**config.mk**
```make
export PLATFORM = sky130hd
export DESIGN_NAME = event_scan_sequencer
export DESIGN_NICKNAME = d
export VERILOG_FILES = /design/src/rtl/scan_seq_pkg.sv /design/src/rtl/scan_fsm.sv /design/src/rtl/scan_col_reg.sv /design/src/rtl/event_scan_sequencer.sv
export SDC_FILE = /design/constraint.sdc
export NUM_CORES = 1
export LEC_CHECK = 0
export CAP_MARGIN = 20
export CORE_MARGIN = 10
export CORE_UTILIZATION = 41
export DETAILED_ROUTE_END_ITERATION = 10
export MAX_ROUTING_LAYER = met4
export PLACE_DENSITY = 0.82
export REMOVE_ABC_BUFFERS = 1
export SETUP_SLACK_MARGIN = 0.02
export SYNTH_ARGS = -nofsm -noshare
export SYNTH_HDL_FRONTEND = slang
export SYNTH_SLANG_ARGS = --single-unit
```
**constraint.sdc**
```tcl
create_clock -name clk -period 4 [get_ports clk]
set_input_delay 0.8 -clock clk [delete_from_list [all_inputs] [get_ports clk]]
set_output_delay 0.8 -clock clk [all_outputs]
set_load 0.01 [all_outputs]
```
**src/rtl/scan_seq_pkg.sv**
```systemverilog
package scan_seq_pkg;

    typedef enum logic [3:0] {
        PH_IDLE, PH_INTEG, PH_SAMPLE, PH_STROBE, PH_CLR,
        PH_LATCH, PH_UPD, PH_SHIFT, PH_ACKW, PH_EOF
    } phase_e;

    typedef struct packed {
        logic integ;
        logic buf_en;
        logic strobe;
        logic clr;
        logic load;
        logic upd;
        logic shift;
        logic eor;
        logic eof;
        logic row_valid;
    } ctl_t;

    function automatic ctl_t phase_ctl(input phase_e p);
        ctl_t c;
        c           = '0;
        c.integ     = (p == PH_INTEG);
        c.buf_en    = (p == PH_SAMPLE);
        c.strobe    = (p == PH_STROBE);
        c.clr       = (p == PH_CLR);
        c.load      = (p == PH_LATCH);
        c.upd       = (p == PH_UPD);
        c.shift     = (p == PH_SHIFT);
        c.eor       = (p == PH_SHIFT) || (p == PH_ACKW);
        c.eof       = (p == PH_EOF);
        c.row_valid = (p == PH_CLR) || (p == PH_LATCH) || (p == PH_UPD) ||
                      (p == PH_SHIFT) || (p == PH_ACKW);
        return c;
    endfunction

endpackage

```
**src/rtl/scan_fsm.sv**
```systemverilog
module scan_fsm
    import scan_seq_pkg::*;
#(
    parameter int ROWS = 64,
    parameter int COLS = 64,
    parameter int IW   = 16,
    parameter int UW   = 8,
    localparam int RW    = $clog2(ROWS),
    localparam int NBITS = 2 * COLS,
    localparam int BW    = $clog2(NBITS)
) (
    input  logic          clk,
    input  logic          rst,
    input  logic          start,
    input  logic          ack,
    input  logic          shift_clk,
    input  logic [IW-1:0] int_len,
    input  logic [UW-1:0] upd_len,
    output phase_e        phase,
    output logic [RW-1:0] row,
    output logic [BW-1:0] bit_idx
);
    localparam int CW0 = (IW > BW) ? IW : BW;
    localparam int CW  = (CW0 > UW) ? CW0 : UW;

    logic [CW-1:0] cnt;
    logic          integ_last;
    logic          upd_last;
    logic          shift_last;
    logic          row_last;

    assign integ_last = (cnt + CW'(1)) >= CW'(int_len);
    assign upd_last   = (cnt + CW'(1)) >= CW'(upd_len);
    assign shift_last = (cnt == CW'(NBITS - 1));
    assign row_last   = (row == RW'(ROWS - 1));
    assign bit_idx    = cnt[BW-1:0];

    always_ff @(posedge clk) begin
        if (rst) begin
            phase <= PH_IDLE;
            cnt   <= '0;
            row   <= '0;
        end else begin
            case (phase)
                PH_IDLE, PH_EOF: begin
                    if (start) begin
                        phase <= PH_INTEG;
                        cnt   <= '0;
                    end
                end
                PH_INTEG: begin
                    if (integ_last) phase <= PH_SAMPLE;
                    else            cnt   <= cnt + CW'(1);
                end
                PH_SAMPLE: phase <= PH_STROBE;
                PH_STROBE: begin
                    phase <= PH_CLR;
                    row   <= '0;
                end
                PH_CLR:   phase <= PH_LATCH;
                PH_LATCH: begin
                    phase <= PH_UPD;
                    cnt   <= '0;
                end
                PH_UPD: begin
                    if (upd_last) begin
                        phase <= PH_SHIFT;
                        cnt   <= '0;
                    end else begin
                        cnt <= cnt + CW'(1);
                    end
                end
                PH_SHIFT: begin
                    if (shift_clk) begin
                        if (shift_last) phase <= PH_ACKW;
                        else            cnt   <= cnt + CW'(1);
                    end
                end
                PH_ACKW: begin
                    if (ack) begin
                        if (row_last) begin
                            phase <= PH_EOF;
                        end else begin
                            row   <= row + RW'(1);
                            phase <= PH_CLR;
                        end
                    end
                end
                default: phase <= PH_IDLE;
            endcase
        end
    end

endmodule

```
**src/rtl/scan_col_reg.sv**
```systemverilog
module scan_col_reg #(
    parameter int COLS = 64,
    localparam int BW  = $clog2(2 * COLS)
) (
    input  logic            clk,
    input  logic            rst,
    input  logic            clr,
    input  logic            load,
    input  logic            upd,
    input  logic            shift,
    input  logic [BW-1:0]   bit_idx,
    input  logic [COLS-1:0] bl_max,
    input  logic [COLS-1:0] bl_min,
    output logic [COLS-1:0] filt_max,
    output logic [COLS-1:0] filt_min,
    output logic            dout
);
    logic [COLS-1:0] q_max;
    logic [COLS-1:0] q_min;
    logic [BW-2:0]   col;

    // set-only capture: a row can only add flags after the clear cycle
    always_ff @(posedge clk) begin
        if (rst || clr) begin
            q_max <= '0;
            q_min <= '0;
        end else if (load) begin
            q_max <= q_max | bl_max;
            q_min <= q_min | bl_min;
        end
    end

    assign filt_max = {COLS{upd}} & q_max;
    assign filt_min = {COLS{upd}} & q_min;

    assign col  = bit_idx[BW-1:1];
    assign dout = shift & (bit_idx[0] ? q_min[col] : q_max[col]);

endmodule

```
**src/rtl/event_scan_sequencer.sv**
```systemverilog
module event_scan_sequencer
    import scan_seq_pkg::*;
#(
    parameter int ROWS = 64,
    parameter int COLS = 64,
    parameter int IW   = 16,
    parameter int UW   = 8,
    localparam int RW  = $clog2(ROWS),
    localparam int BW  = $clog2(2 * COLS)
) (
    input  logic            clk,
    input  logic            rst,
    input  logic            start,
    input  logic [IW-1:0]   int_len,
    input  logic [UW-1:0]   upd_len,
    input  logic [COLS-1:0] bl_max,
    input  logic [COLS-1:0] bl_min,
    input  logic            shift_clk,
    input  logic            ack,
    output logic            integ_on,
    output logic            buf_en,
    output logic            cmp_strobe,
    output logic            row_valid,
    output logic [RW-1:0]   row_sel,
    output logic [COLS-1:0] filt_max,
    output logic [COLS-1:0] filt_min,
    output logic            eor,
    output logic            dout,
    output logic            eof
);
    phase_e        phase;
    ctl_t          ctl;
    logic [BW-1:0] bit_idx;

    scan_fsm #(.ROWS(ROWS), .COLS(COLS), .IW(IW), .UW(UW)) u_fsm (
        .clk       (clk),
        .rst       (rst),
        .start     (start),
        .ack       (ack),
        .shift_clk (shift_clk),
        .int_len   (int_len),
        .upd_len   (upd_len),
        .phase     (phase),
        .row       (row_sel),
        .bit_idx   (bit_idx)
    );

    assign ctl = phase_ctl(phase);

    scan_col_reg #(.COLS(COLS)) u_cols (
        .clk      (clk),
        .rst      (rst),
        .clr      (ctl.clr),
        .load     (ctl.load),
        .upd      (ctl.upd),
        .shift    (ctl.shift),
        .bit_idx  (bit_idx),
        .bl_max   (bl_max),
        .bl_min   (bl_min),
        .filt_max (filt_max),
        .filt_min (filt_min),
        .dout     (dout)
    );

    assign integ_on   = ctl.integ;
    assign buf_en     = ctl.buf_en;
    assign cmp_strobe = ctl.strobe;
    assign row_valid  = ctl.row_valid;
    assign eor        = ctl.eor;
    assign eof        = ctl.eof;

endmodule

```
## After elaboration in Yosys (flattened, before gate mapping)

Cells that the tools add are included.

- Add/subtract/negate cells: 2
- $lt $le $gt $ge: 3
- Equality and inequality tests: 20
- Mux-type cells: 22
- Bitwise operators: 5
- Reduce and logical (&&, ||, !) cells: 13

Operators by type and width:

| cell | number |
|---|---|
| $and 64x64->64 | 2 |
| $or 64x64->64 | 2 |
| $mux 16 | 5 |
| $pmux 16 s5 | 1 |
| $pmux 4 s9 | 1 |
| $mux 4 | 7 |
| $add 16x1->16 const B | 1 |
| $eq 16x7->1 const B | 1 |
| $eq 4x3->1 const B | 4 |
| $ge 16x16->1 | 1 |
| $ge 16x8->1 | 1 |
| $ne 2x2->1 const B | 8 |
| $bmux 1 s6 | 2 |
| $mux 6 | 2 |
| $pmux 6 s2 | 1 |
| $eq 4x2->1 const B | 2 |
| $eq 4x4->1 const B | 2 |
| $lt 6x7->1 const B | 1 |
| $add 6x1->6 const B | 1 |
| $eq 6x6->1 const B | 1 |
| $logic_or 1x1->1 | 6 |
| $reduce_and 6->1 | 1 |
| $reduce_and 5->1 | 1 |
| $reduce_bool 5->1 | 1 |
| other kinds (8) | 10 |

- Flip-flop bits (word level): 154
- Bits of input ports: 157
- Output and inout bits: 141

## Logic depth before layout (Yosys ltp)

Gate-level depths: netlist of the first run.

- Depth after elaboration: 5
- Gate-level depth with buffers: 14

## Modules after synthesis

From an unflattened synthesis of the first run, not the netlist that was laid out.

- Cell total of the unflattened synthesis: 1018
- Area, all modules: 8567.0 um^2

Modules (own cells, without submodules):

| module | times used | cells each | area each (um^2) | sequential area each (um^2) |
|---|---|---|---|---|
| scan_col_reg | 1 | 674 | 5866.9 | 2562.5 |
| scan_fsm | 1 | 329 | 2610.0 | 520.5 |
| event_scan_sequencer | 1 | 15 | 90.1 | 0.0 |

## Worst setup path after synthesis of the first run

OpenSTA, ideal clock, no wires.

- Kind: register to register
- Start: register u_fsm.cnt[1]
- End: register u_fsm.cnt[2]
- Setup time: 0.094 ns
- Data arrival time: 3.765 ns
- Setup slack: 0.141 ns
- Stages on the path, launching flop included: 14
- Path buffers: 2
- Clock period less this slack: 3.859 ns
- Cells stage by stage: dfxtp_1 > buf_4 > buf_1 > and3_1 > and3_1 > xor2_1 > ha_1 > a2111oi_0 > o21ai_0 > a221o_1 > and4b_1 > o31ai_1 > o211ai_4 > o311ai_2

- Cells in the longest elaborated chain, start to end: 4

RTL lines:

| element | line | RTL |
|---|---|---|
| start, declared | scan_fsm.sv:26 | `logic [CW-1:0] cnt;` |
| start signal, assigned | scan_fsm.sv:53 | `else cnt <= cnt + CW'(1);` |
| start signal, assigned | scan_fsm.sv:70 | `cnt <= cnt + CW'(1);` |
| start signal, assigned | scan_fsm.sv:76 | `else cnt <= cnt + CW'(1);` |
| $add 16x1->16 | - |  |
| $ge 16x8->1 (tied with other cells) | scan_fsm.sv:33 | `assign upd_last = (cnt + CW'(1)) >= CW'(upd_len);` |
| $mux 16 (tied with other cells) | scan_fsm.sv:66 | `if (upd_last) begin` |
| $pmux 16 s5 / $reduce_and 5->1 (equally long branches) | - |  |

Parallel ways exist; a longest one is shown, timed or not. The select of a mux whose other input is x is not followed.
A chain may end at the register's enable or synchronous reset.

## Worst setup path in the final report of the first run

- Start: register u_fsm.cnt[1]
- End: output dout

- Cells in the longest elaborated chain, start to end: 4

RTL lines:

| element | line | RTL |
|---|---|---|
| $bmux 1 s6 | scan_col_reg.sv:37 | `assign dout = shift & (bit_idx[0] ? q_min[col] : q_max[col]);` |
| $mux 1 (implied by the code) | scan_col_reg.sv:37 |  |
| $mux 1 (*) | scan_col_reg.sv:37 |  |
| $and 1x1->1 (*) | scan_col_reg.sv:37 |  |
| end, declared | event_scan_sequencer.sv:28 | `output logic dout,` |

Mark *: on every way between the ends. The rest lies on a longest branch, timed or not. The select of a mux whose other input is x is not followed.

==> results of run 1 <==
worst min-delay path, delay by kind of cell, from the launching register on:
kind / cells / cell delay (ps)
flip-flops: 1 / 340
AND/OR/NAND/NOR: 1 / 70
AO/OA/AOI/OAI: 1 / 50
path summary, 6_finish.rpt:
check / startpoint / to / slack [ps] / cells after the start
worst max-delay path: u_fsm.cnt[1]$_SDFFE_PP0P_ / dout / 290 / 7
worst min-delay path: u_cols.q_min[3]$_SDFFE_PP0P_ / u_cols.q_min[3]$_SDFFE_PP0P_ / 490 / 2
worst max register to register: u_fsm.cnt[0]$_SDFFE_PP0P_ / u_fsm.cnt[1]$_SDFFE_PP0P_ / 360 / 12
worst min register to register: u_cols.q_min[3]$_SDFFE_PP0P_ / u_cols.q_min[3]$_SDFFE_PP0P_ / 490 / 2
cells in the final DEF, fill, tap and decap left out, types with 6 or more instances in the layout:
| cell | synthesis | layout |
|---|---|---|
| a21oi_1 | 145 | 145 |
| and2_1 | 130 | 130 |
| buf_4 | 2 | 27 |
| clkbuf_16 | 0 | 17 |
| clkdlybuf4s50_1 | 0 | 296 |
| dfxtp_1 | 154 | 152 |
| ha_1 | 25 | 25 |
| inv_1 | 33 | 33 |
| inv_6 | 0 | 6 |
| mux4_2 | 40 | 40 |
| nand2_1 | 44 | 43 |
| nand3_1 | 11 | 10 |
| nand4_1 | 9 | 9 |
| nor2_1 | 154 | 153 |
| nor3_1 | 12 | 12 |
| o211ai_1 | 8 | 8 |
| o21ai_0 | 14 | 13 |
| or3_1 | 6 | 6 |
| xnor2_1 | 6 | 6 |
| xor2_1 | 9 | 9 |
synth_stat cells (4+ instances only):
cell type | number | area (sq um)
inv_1 | 33 | 124
a21oi_1 | 145 | 726
o211ai_1 | 8 | 60.1
xnor2_1 | 6 | 52.6
buf_1 | 5 | 18.8
ha_1 | 25 | 313
mux4_2 | 40 | 901
nand4_1 | 9 | 56.3
and3_1 | 4 | 25.0
or3_1 | 6 | 37.5
nand2b_1 | 4 | 25.0
o31ai_1 | 4 | 30.0
o21ai_0 | 14 | 70.1
o2111ai_1 | 4 | 35.0
clkbuf_1 | 57 | 214
xor2_1 | 9 | 78.8
buf_2 | 7 | 35.0
dfxtp_1 | 154 | 3080
o21a_1 | 5 | 37.5
nor3b_1 | 5 | 37.5
nor3_1 | 12 | 60.1
mux2i_1 | 5 | 50.1
nor2_1 | 154 | 578
nand2_1 | 44 | 165
and2_1 | 130 | 813
nand3_1 | 11 | 55.1
sequential cells by signal (all words and copies together) (netlist names):
signal        cells
u_cols.q_min     64
u_fsm.cnt        16
u_cols.q_max     64
u_fsm.phase       4
u_fsm.row         6
cells by family (layout without fill, tap and decap cells):
logic type	count (synthesis)	in the layout	share of synthesized area, %
simple gates	398	398	24.2
compound gates	216	216	15.9
flops	154	154	37.3
buf+inv	111	397	5.46
mux	46	46	11.8
fa+ha+maj	25	25	3.78
xor+xnor	15	15	1.59
other cells	0	3	0
layout make-up:
class | instances | area, sq um | share of cell area (%)
repair buffers | 330 | 3310 | 26.9
flip-flops and latches | 154 | 3090 | 25.2
inverters | 35 | 131 | 1.07
diodes | 3 | 7.51 | 0.0612
well taps | 265 | 332 | 2.70
clock inverters | 14 | 196 | 1.60
multi-input cells | 700 | 4770 | 38.9
clock buffers | 18 | 439 | 3.58
per-stage QoR:
step	instance area (sq um)	TNS (ps)	util [%]
after global placement	11600	0	58.9
after floorplan	7950	-658010	-
after CTS	12300	0	62.4
after detailed placement	11600	0	58.9
after global routing	12300	0	62.5
final	12300	0	62.5
per-layer routing:
layer  vias up  part of all wire [%]
li1       3910                     -
met5         -                     0
met2       319                    50
met4         0                   2.6
met3        47                   8.4
met1      3918                    39
power by group:
part	switching [mW]	total, mW	internal, mW
sequential	0.113	1.73	1.61
clock	0.725	1.76	1.03
combinational	0.562	1.01	0.444
repair_timing:
action                     CTS  global route
resized for setup            8             3
buffers inserted             0             0
setup endpoints to repair    1            10
cloned                       1             0
==> impl_metrics.tcl, run 1 <==
set metrics [dict create \
    run_status "completed" \
    vias 8194 \
    critPathMaxStageDelay_ps 520 \
    syn_avg_cell_area_sq_um 8.57 \
    busiest_layer "met2" \
    clockBufferDepth 2 \
    grt_first_pass_wirelength_mm 47.5 \
    cts.reportedPaths.clkPinSlew_ps 60 \
    yosysSeqAreaShare_pct 37.3 \
    critical-path-top-delay-family "multiplexers" \
    netlist_area_sq_mm 0.00827 \
    hold_ws_ps 489 \
    rows 51 \
    ir_drop_uv 312 \
    io_pins 298 \
    postSynth.asyncResetShare_pct 0 \
    routedWlPerCell_microns 20.3 \
    total_power_mw 4.49 \
    min_period_ps 3710 \
    chipHeight_microns 162 \
    via_per_inst 5.39 \
    grt_max_degree 96 \
    clock-root-buffer "clkbuf_16" \
    antenna_found_initial 3 \
    timing.critical_path.mode_cell "mux4_2" \
    die_area_sq_mm 0.0263 \
    dr.pass1.iters 5 \
    n_fill_cell 1701 \
    clk_latency_ps 420 \
    yosysWarnings 0 \
    finalHoldViolCount 0 \
    cts.sinks 154 \
    finalNonFillerCells 1519 \
    grt_use_met3_pct 7.99 \
    io_buffers 297 \
    cts_tree "built" \
    cts_hold_buf 0 \
    core_sq_mm 0.0197 \
    synth-edff-count 0 \
    maxCapViolCount 0 \
    grt_pass1_vias 8430 \
    worstMarginPinSlew_ps 997 \
    ant_nets 0 \
    power.leakage_nw 4.69 \
    drtIter0Drc 493 \
    use_met2_pct 38.9 \
    start_util_pct 42.1 \
    dp_cells 1483 \
    synth-seq-cells 154 \
    skew_ps 6.92 \
    rsz0062_at_grt "no" \
    slew_viol_final 0 \
    worstSetupPathType "reg -> out" \
    hpwl_mm 23.3 \
    gp_congestion 0.932 \
    crit_buf_inv 2 \
    fp.dieW_microns 162 \
    fmax_ghz 0.270 \
    fin_crit_sh_pct 92.7 \
    drc 0 \
    use_met1_pct 25.8 \
    syn_to_final_growth_pct 48.4 \
    netlist_instances 965 \
    nets 1420 \
    layout-drive-gt1-share_pct 9.99 \
    cp-start-kind "flop" \
    setup_viol 0 \
    gr-total-overflow 0 \
    ys.flop_type "dfxtp_1" \
    grt_usage_pct 23.4 \
    slowest_stage "mux4_2" \
    postRouteWirelength_mm 30.9 \
    hold_path.class "reg -> reg" \
    h-tree-depth 4 \
    cts_made_buffers 17 \
    powerDensity_mw_per_mm2 366 \
    layout_setup_ws_ps 290 \
    maxSlewHeadroom_pct 33.5 \
    critPathRequiredTime_ps 3200 \
    crit_path_end_kind "output pin" \
    place_ws_ps 176 \
    path_cells "bufbuf_16 -> mux4_2 -> mux4_2 -> mux2i_1 -> mux4_1 -> nor2_1 -> dlygate4sd2_1" \
    arrival_ps 2910 \
    path_max_fanout 8 \
    ys_types 67 \
]
No activity file was read; power rests on OpenSTA's default activity.
==> inputs of run 2 (changes only) <==
--- a/config.mk
+++ b/config.mk
@@ -5,6 +5,7 @@
 export SDC_FILE = /design/constraint.sdc
 export NUM_CORES = 1
 export LEC_CHECK = 0
+export ABC_AREA = 1
 export CAP_MARGIN = 20
 export CORE_MARGIN = 10
 export CORE_UTILIZATION = 41
==> run 2 against run 1 <==
Final area down 1.5%. Synthesized area up 0.29%. Sequential share of layout area up 0.37 points. Clock skew about the same. First-iteration DRC count up 43%. Register-to-register slack better by 340 ps. Cell count up 22%. Fmax down 3.5%. Sequential power up 7%.
==> impl_metrics.tcl, run 2 <==
set metrics [dict create \
    run_status "completed" \
    antenna_found_initial 0 \
    r2r_start "u_fsm.cnt[1]$_SDFFE_PP0P_" \
    cts_tree "built" \
    rsz0062_at_grt "no" \
    synth_top_cell_area_share_pct 37.2 \
    cp-start-kind "flop" \
    cts_hold_buf 0 \
    total_power_mw 5.67 \
    ant_nets 0 \
    critPathRequiredTime_ps 3200 \
    clock-root-buffer "clkbuf_16" \
    cts.sinks 154 \
    layout-drive-gt1-share_pct 4.11 \
    final_cell_mix "297 x clkdlybuf4s50_1, 264 x nand2_1, 213 x inv_1, 196 x nor2_1, 195 x a21oi_1" \
    yosys-top-cells-area "dfxtp_1 37%, nand2_1 12%, a21oi_1 12%" \
    postRouteWirelength_mm 31.8 \
    core_sq_mm 0.0197 \
    cts_setup_buffers 0 \
    hpwl_mm 23.9 \
    maxSlewHeadroom_pct 50.6 \
    clockBufferDepth 2 \
    die_area_sq_mm 0.0263 \
    setup_viol 0 \
    gr-total-overflow 0 \
    ys.flop_type "dfxtp_1" \
    cp-endpoint "dout" \
    io_buffers 297 \
    worstSetupPathType "reg -> out" \
    yosys.area.top_type "dfxtp_1" \
    syn_avg_cell_area_sq_um 6.33 \
    grt_pass1_vias 9039 \
    h-tree-depth 4 \
    clk_latency_ps 430 \
    chipHeight_microns 162 \
    largest_registers "u_cols.q_max (64), u_cols.q_min (64), u_fsm.cnt (16)" \
    yosys-top-cells-count "264 x nand2_1, 214 x inv_1, 196 x nor2_1, 195 x a21oi_1, 154 x dfxtp_1" \
    yosysSeqAreaShare_pct 37.2 \
    fmax_ghz 0.260 \
    hold_ws_ps 471 \
    maxCapViolCount 0 \
    synth-edff-count 0 \
    ys_types 36 \
    yosysMostFrequentCell "nand2_1" \
    start_util_pct 42.2 \
    dr.pass1.iters 5 \
    diodes 0 \
    syn_to_final_growth_pct 45.7 \
    crit_path_end_kind "output pin" \
    drc 0 \
    hold_path.class "reg -> reg" \
    postSynth.asyncResetShare_pct 0 \
    drtIter0Drc 705 \
    yosysWarnings 0 \
    powerDensity_mw_per_mm2 469 \
    cts.reportedPaths.clkPinSlew_ps 60 \
    slew_viol_final 0 \
    ctsResizeCount 0 \
    vias 9309 \
    r2r_end "u_fsm.cnt[10]$_SDFFE_PP0P_" \
    arrival_ps 3040 \
    grt_usage_pct 23.8 \
    fp.dieW_microns 162 \
    synth-seq-cells 154 \
    final_common_cell "clkdlybuf4s50_1" \
    ff2ff_setup_slack_ps 700 \
    power.leakage_nw 4.57 \
    nets 1751 \
    min_period_ps 3840 \
    gp_congestion 0.924 \
    finalHoldViolCount 0 \
    netlist_area_sq_mm 0.00830 \
    routedWlPerCell_microns 17.2 \
    skew_ps 6.63 \
    worstMarginPinSlew_ps 740 \
    grt_max_degree 129 \
    r2r_cells 16 \
    path_max_fanout 44 \
    cts_made_buffers 17 \
    io_pins 298 \
    netlist_instances 1311 \
    fin_crit_sh_pct 96.1 \
    via_per_inst 5.04 \
    ir_drop_uv 329 \
    rows 51 \
    grt_first_pass_wirelength_mm 48.8 \
    crit_start "u_fsm.cnt[2]$_SDFFE_PP0P_" \
]
[run 2: changes by cell type in the layout (fill, tap and decap cells not counted), sizes merged, moves of 7 or more]
cell / before / now
nor3: 12 / 5
a21oi: 145 / 195
buf: 32 / 12
nand2: 45 / 271
o21ai: 14 / 74
and2: 131 / 0
inv: 44 / 219
nor2: 154 / 199
o211ai: 12 / 2
nand4: 9 / 16
o22ai: 2 / 10
mux4: 41 / 0
nand3: 11 / 52
[run 2: logic make-up (layout without fill, tap and decap cells)]
logic type / after synthesis / after routing / synth area share [%]
compound gates: 288 / 288 / 17.9
xor+xnor: 10 / 10 / 1.06
buf+inv: 288 / 558 / 13.3
flops: 154 / 154 / 37.2
fa+ha+maj: 25 / 25 / 3.77
simple gates: 546 / 546 / 26.8
[run 2: area by class of cell]
| type | count | area, sq um |
|---|---|---|
| inverters | 218 | 821 |
| repair buffers | 309 | 3110 |
| flip-flops and latches | 154 | 3090 |
| clock inverters | 10 | 140 |
| multi-input cells | 869 | 4130 |
| well taps | 265 | 332 |
| fillers | 1813 | 7570 |
| clock buffers | 21 | 470 |
[run 2: through the flow]
stage	setup TNS [ps]	setup WS [ps]	std cells	cell area, sq um	utilization, %
after global placement	0	708	1815	11500	58.4
after detailed placement	0	680	1815	11500	58.4
after global routing	0	42.7	1846	12100	61.5
after floorplan	-488380	-3890	1241	8010	-
final	0	156	1846	12100	61.5
after CTS	0	208	1846	12100	61.5
[run 2: critical path, cell delays in order (launching register included)]
cell and delay, ps:
dfxtp_2 330, buf_4 420, o21ai_0 190, o22ai_1 280, nand2_1 80, nand4_1 100, nand3_1 80, nand3_1 100
nand2_1 50, a31oi_1 320, clkdlybuf4s50_1 620
[run 2: worst min path at each step]
stage / start / to / slack (ps) / depth (start not counted)
6_report: u_cols.q_max[36]$_SDFFE_PP0P_ / u_cols.q_max[36]$_SDFFE_PP0P_ / 470 / 2
5_1_grt: u_cols.q_max[8]$_SDFFE_PP0P_ / u_cols.q_max[8]$_SDFFE_PP0P_ / 490 / 2
2_1_floorplan: u_cols.q_max[0]$_SDFFE_PP0P_ / u_cols.q_max[0]$_SDFFE_PP0P_ / 450 / 2
4_1_cts: u_cols.q_max[36]$_SDFFE_PP0P_ / u_cols.q_max[36]$_SDFFE_PP0P_ / 470 / 2
3_5_place_dp: u_cols.q_max[36]$_SDFFE_PP0P_ / u_cols.q_max[36]$_SDFFE_PP0P_ / 460 / 2
3_3_place_gp: u_cols.q_min[47]$_SDFFE_PP0P_ / u_cols.q_min[47]$_SDFFE_PP0P_ / 460 / 2
[run 2: metal layers]
metal | vias to the layer above | GRT usage (%) | routed length, microns
met5 | - | - | 0
met4 | 0 | 8.15 | 876
met3 | 47 | 6.55 | 2530
met2 | 365 | 38.4 | 14900
met1 | 4274 | 28.1 | 13500
li1 | 4623 | - | -
[run 2: power breakdown]
| part | internal (mW) | switching (mW) |
|---|---|---|
| Combinational | 0.762 | 1.36 |
| Sequential | 1.71 | 0.149 |
| Clock | 1.03 | 0.663 |
==> inputs of run 3 (changes only) <==
--- a/config.mk
+++ b/config.mk
@@ -7,11 +7,13 @@
 export LEC_CHECK = 0
 export ABC_AREA = 1
 export CAP_MARGIN = 20
+export CELL_PAD_IN_SITES_DETAIL_PLACEMENT = 1
+export CELL_PAD_IN_SITES_GLOBAL_PLACEMENT = 2
 export CORE_MARGIN = 10
-export CORE_UTILIZATION = 41
+export CORE_UTILIZATION = 21
 export DETAILED_ROUTE_END_ITERATION = 10
 export MAX_ROUTING_LAYER = met4
-export PLACE_DENSITY = 0.82
+export PLACE_DENSITY = 0.83
 export REMOVE_ABC_BUFFERS = 1
 export SETUP_SLACK_MARGIN = 0.02
 export SYNTH_ARGS = -nofsm -noshare
==> run 3 against run 2 <==
Worst setup slack improved by 180 ps. First-iteration DRC count decreased by 40%. Clock skew up 5.0 ps. Sequential power up 2%. Non-clock buffer count up 1. Register-to-register slack lost 220 ps. Via count decreased by 1.0%. Flip-flop and latch count did not move. Final area increased by 2.7%. Combinational power barely moved. Power increased by 0.81%.
==> impl_metrics.tcl, run 3 (same netlist as run 2, synthesis figures left out) <==
set metrics [dict create \
    run_status "completed" \
    routedWlPerCell_microns 18.1 \
    fin_area_sq_mm 0.0124 \
    arrival_ps 2860 \
    final_cell_mix "296 x clkdlybuf4s50_1, 264 x nand2_1, 212 x inv_1, 196 x nor2_1, 195 x a21oi_1" \
    critPathRequiredTime_ps 3200 \
    crit_buf_inv 4 \
    clk_latency_ps 450 \
    total_power_mw 5.72 \
    largest_registers "u_cols.q_max (64), u_cols.q_min (64), u_fsm.cnt (16)" \
    combPwrFrac_pct 37.6 \
    skew_ps 11.6 \
    gp_congestion 0.841 \
    drc 0 \
    fp.dieW_microns 219 \
    nets 1753 \
    power.switching_mw 2.30 \
    h-tree-depth 4 \
    fin_crit_sh_pct 91.6 \
    io_pins 298 \
    p_clk_share_pct 29.4 \
    via_per_inst 4.38 \
    crit_start "u_fsm.phase[3]$_SDFFE_PP0P_" \
    cts_made_buffers 17 \
    ir_drop_uv 298 \
    io_buffers 297 \
    dpl_cell_area_sq_mm 0.0118 \
    timing.critical_path.mode_cell "nor2_1" \
    clockBufferDepth 2 \
    maxCapViolCount 0 \
    syn_to_final_growth_pct 49.6 \
    r2r_start "u_fsm.cnt[1]$_SDFFE_PP0P_" \
    path_cells "inv_2 -> nand2_1 -> nor2_1 -> inv_6 -> buf_4 -> nor2_1 -> clkdlybuf4s50_1" \
    finalHoldViolCount 0 \
    chipHeight_microns 219 \
    cts_tree "built" \
    postRouteWirelength_mm 38.2 \
    r2r_cells 16 \
    drtIter0Drc 422 \
    r2r_end "u_fsm.cnt[14]$_SDFFE_PP0P_" \
    critPathMaxStageDelay_ps 550 \
    dr.pass1.iters 4 \
    setup_tns_ps 0 \
    worstMarginPinSlew_ps 748 \
    dp_cells 2067 \
    start_util_pct 21.4 \
    maxSlewHeadroom_pct 50.1 \
    grt_first_pass_wirelength_mm 58.1 \
    min_period_ps 3660 \
    p_sw_share_pct 40.3 \
    final_common_cell "clkdlybuf4s50_1" \
    path_max_fanout 70 \
    powerDensity_mw_per_mm2 461 \
    slew_viol_final 0 \
    die_area_sq_mm 0.0479 \
    core_sq_mm 0.0388 \
    gr-total-overflow 0 \
    grt_pass1_vias 9809 \
    grt_usage_pct 16.2 \
    ant_nets 0 \
    ff2ff_setup_slack_ps 480 \
    cts.sinks 154 \
    critical-path-top-delay-family "buffers and inverters" \
    rsz0062_at_grt "no" \
    hpwl_mm 29.5 \
    grt_max_degree 129 \
    cp-start-kind "flop" \
    crit_path_end_kind "output pin" \
    hold_path.class "reg -> reg" \
    clock-root-buffer "clkbuf_16" \
    worstSetupPathType "reg -> out" \
    path_depth 7 \
    power.leakage_nw 4.58 \
    rows 72 \
    power_frac_seq_pct 33.0 \
    finalNonFillerCells 2103 \
    setup_viol 0 \
    slowest_stage "clkdlybuf4s50_1" \
    cts.reportedPaths.clkPinSlew_ps 70 \
    antenna_found_initial 3 \
    internal-power_mw 3.42 \
    fmax_ghz 0.273 \
    cp-endpoint "filt_min[11]" \
    vias 9214 \
    layout-drive-gt1-share_pct 4.36 \
]
## run 3: changes by cell type in the layout (fill, tap and decap cells not counted), sizes merged
cell | previous run | this run
diode | 0 | 2
clkinvlp | 3 | 4
dlymetal6s2s | 0 | 1
clkdlybuf4s50 | 297 | 296
buf | 12 | 13
clkbuf | 21 | 19
bufinv | 3 | 2
inv | 219 | 220
clkinv | 3 | 5
## run 3: power groups by stage
stage,logic [mW],clock network (mW),registers [mW]
floorplan,1.36,0,1.89
global placement,2.12,0,1.91
detailed placement,2.17,0,1.92
CTS,2.19,1.74,1.89
global route,2.49,1.79,1.91
finish,2.15,1.68,1.89
## run 3: final cells by class
type	instances	area (sq um)
clock inverters	12	141
fillers	4853	26400
inverters	218	832
flip-flops and latches	154	3090
clock buffers	19	443
repair buffers	310	3110
multi-input cells	869	4130
well taps	518	648
diodes	2	5.00
repair inverters	1	7.51
## run 3: timing repair
action / in CTS / in global routing
endpoints found under the setup margin: 1 / 50
gates cloned: 1 / 0
setup buffers: 2 / 0
gates resized for setup: 5 / 4
hold buffers: 0 / 0
## run 3: worst reg2reg max path: stages, from the launching register on
cell and delay [ps]:
dfxtp_4 530, buf_12 260, ha_1 230, nand2_1 110, nor2_1 300, nand3_1 160
xor2_1 200, inv_1 90, ha_1 180, a21o_1 160, a221oi_1 390, nand3_2 130
nand2_2 100, nand2_4 180, inv_1 220, nor2_1 70, nor2_1 120
## run 3: how the worst min path moves through the flow
stage / from / end / slack, ps / cells past startpoint
after detailed placement: u_cols.q_min[44]$_SDFFE_PP0P_ / u_cols.q_min[44]$_SDFFE_PP0P_ / 470 / 2
final: u_cols.q_min[28]$_SDFFE_PP0P_ / u_cols.q_min[28]$_SDFFE_PP0P_ / 480 / 2
after floorplan: u_cols.q_max[0]$_SDFFE_PP0P_ / u_cols.q_max[0]$_SDFFE_PP0P_ / 450 / 2
after global placement: u_cols.q_min[60]$_SDFFE_PP0P_ / u_cols.q_min[60]$_SDFFE_PP0P_ / 460 / 2
after CTS: u_cols.q_min[44]$_SDFFE_PP0P_ / u_cols.q_min[44]$_SDFFE_PP0P_ / 480 / 2
after global routing: u_cols.q_min[44]$_SDFFE_PP0P_ / u_cols.q_min[44]$_SDFFE_PP0P_ / 500 / 2
## run 3: through the flow
stage | utilization [%] | hold WS [ps] | worst slack [ps]
floorplan | - | 447 | -3890
global placement | 30.3 | 459 | 433
detailed placement | 30.3 | 469 | 383
CTS | 31.9 | 479 | 93.5
global route | 32.0 | 498 | 110
finish | 32.0 | 478 | 335
## run 3: layer usage
| metal | part of all wire (%) | GRT usage (%) |
|---|---|---|
| met1 | 45 | 19.2 |
| met2 | 47 | 26.5 |
| met3 | 6.2 | 4.74 |
| met4 | 1.3 | 3.61 |
| met5 | 0 | - |
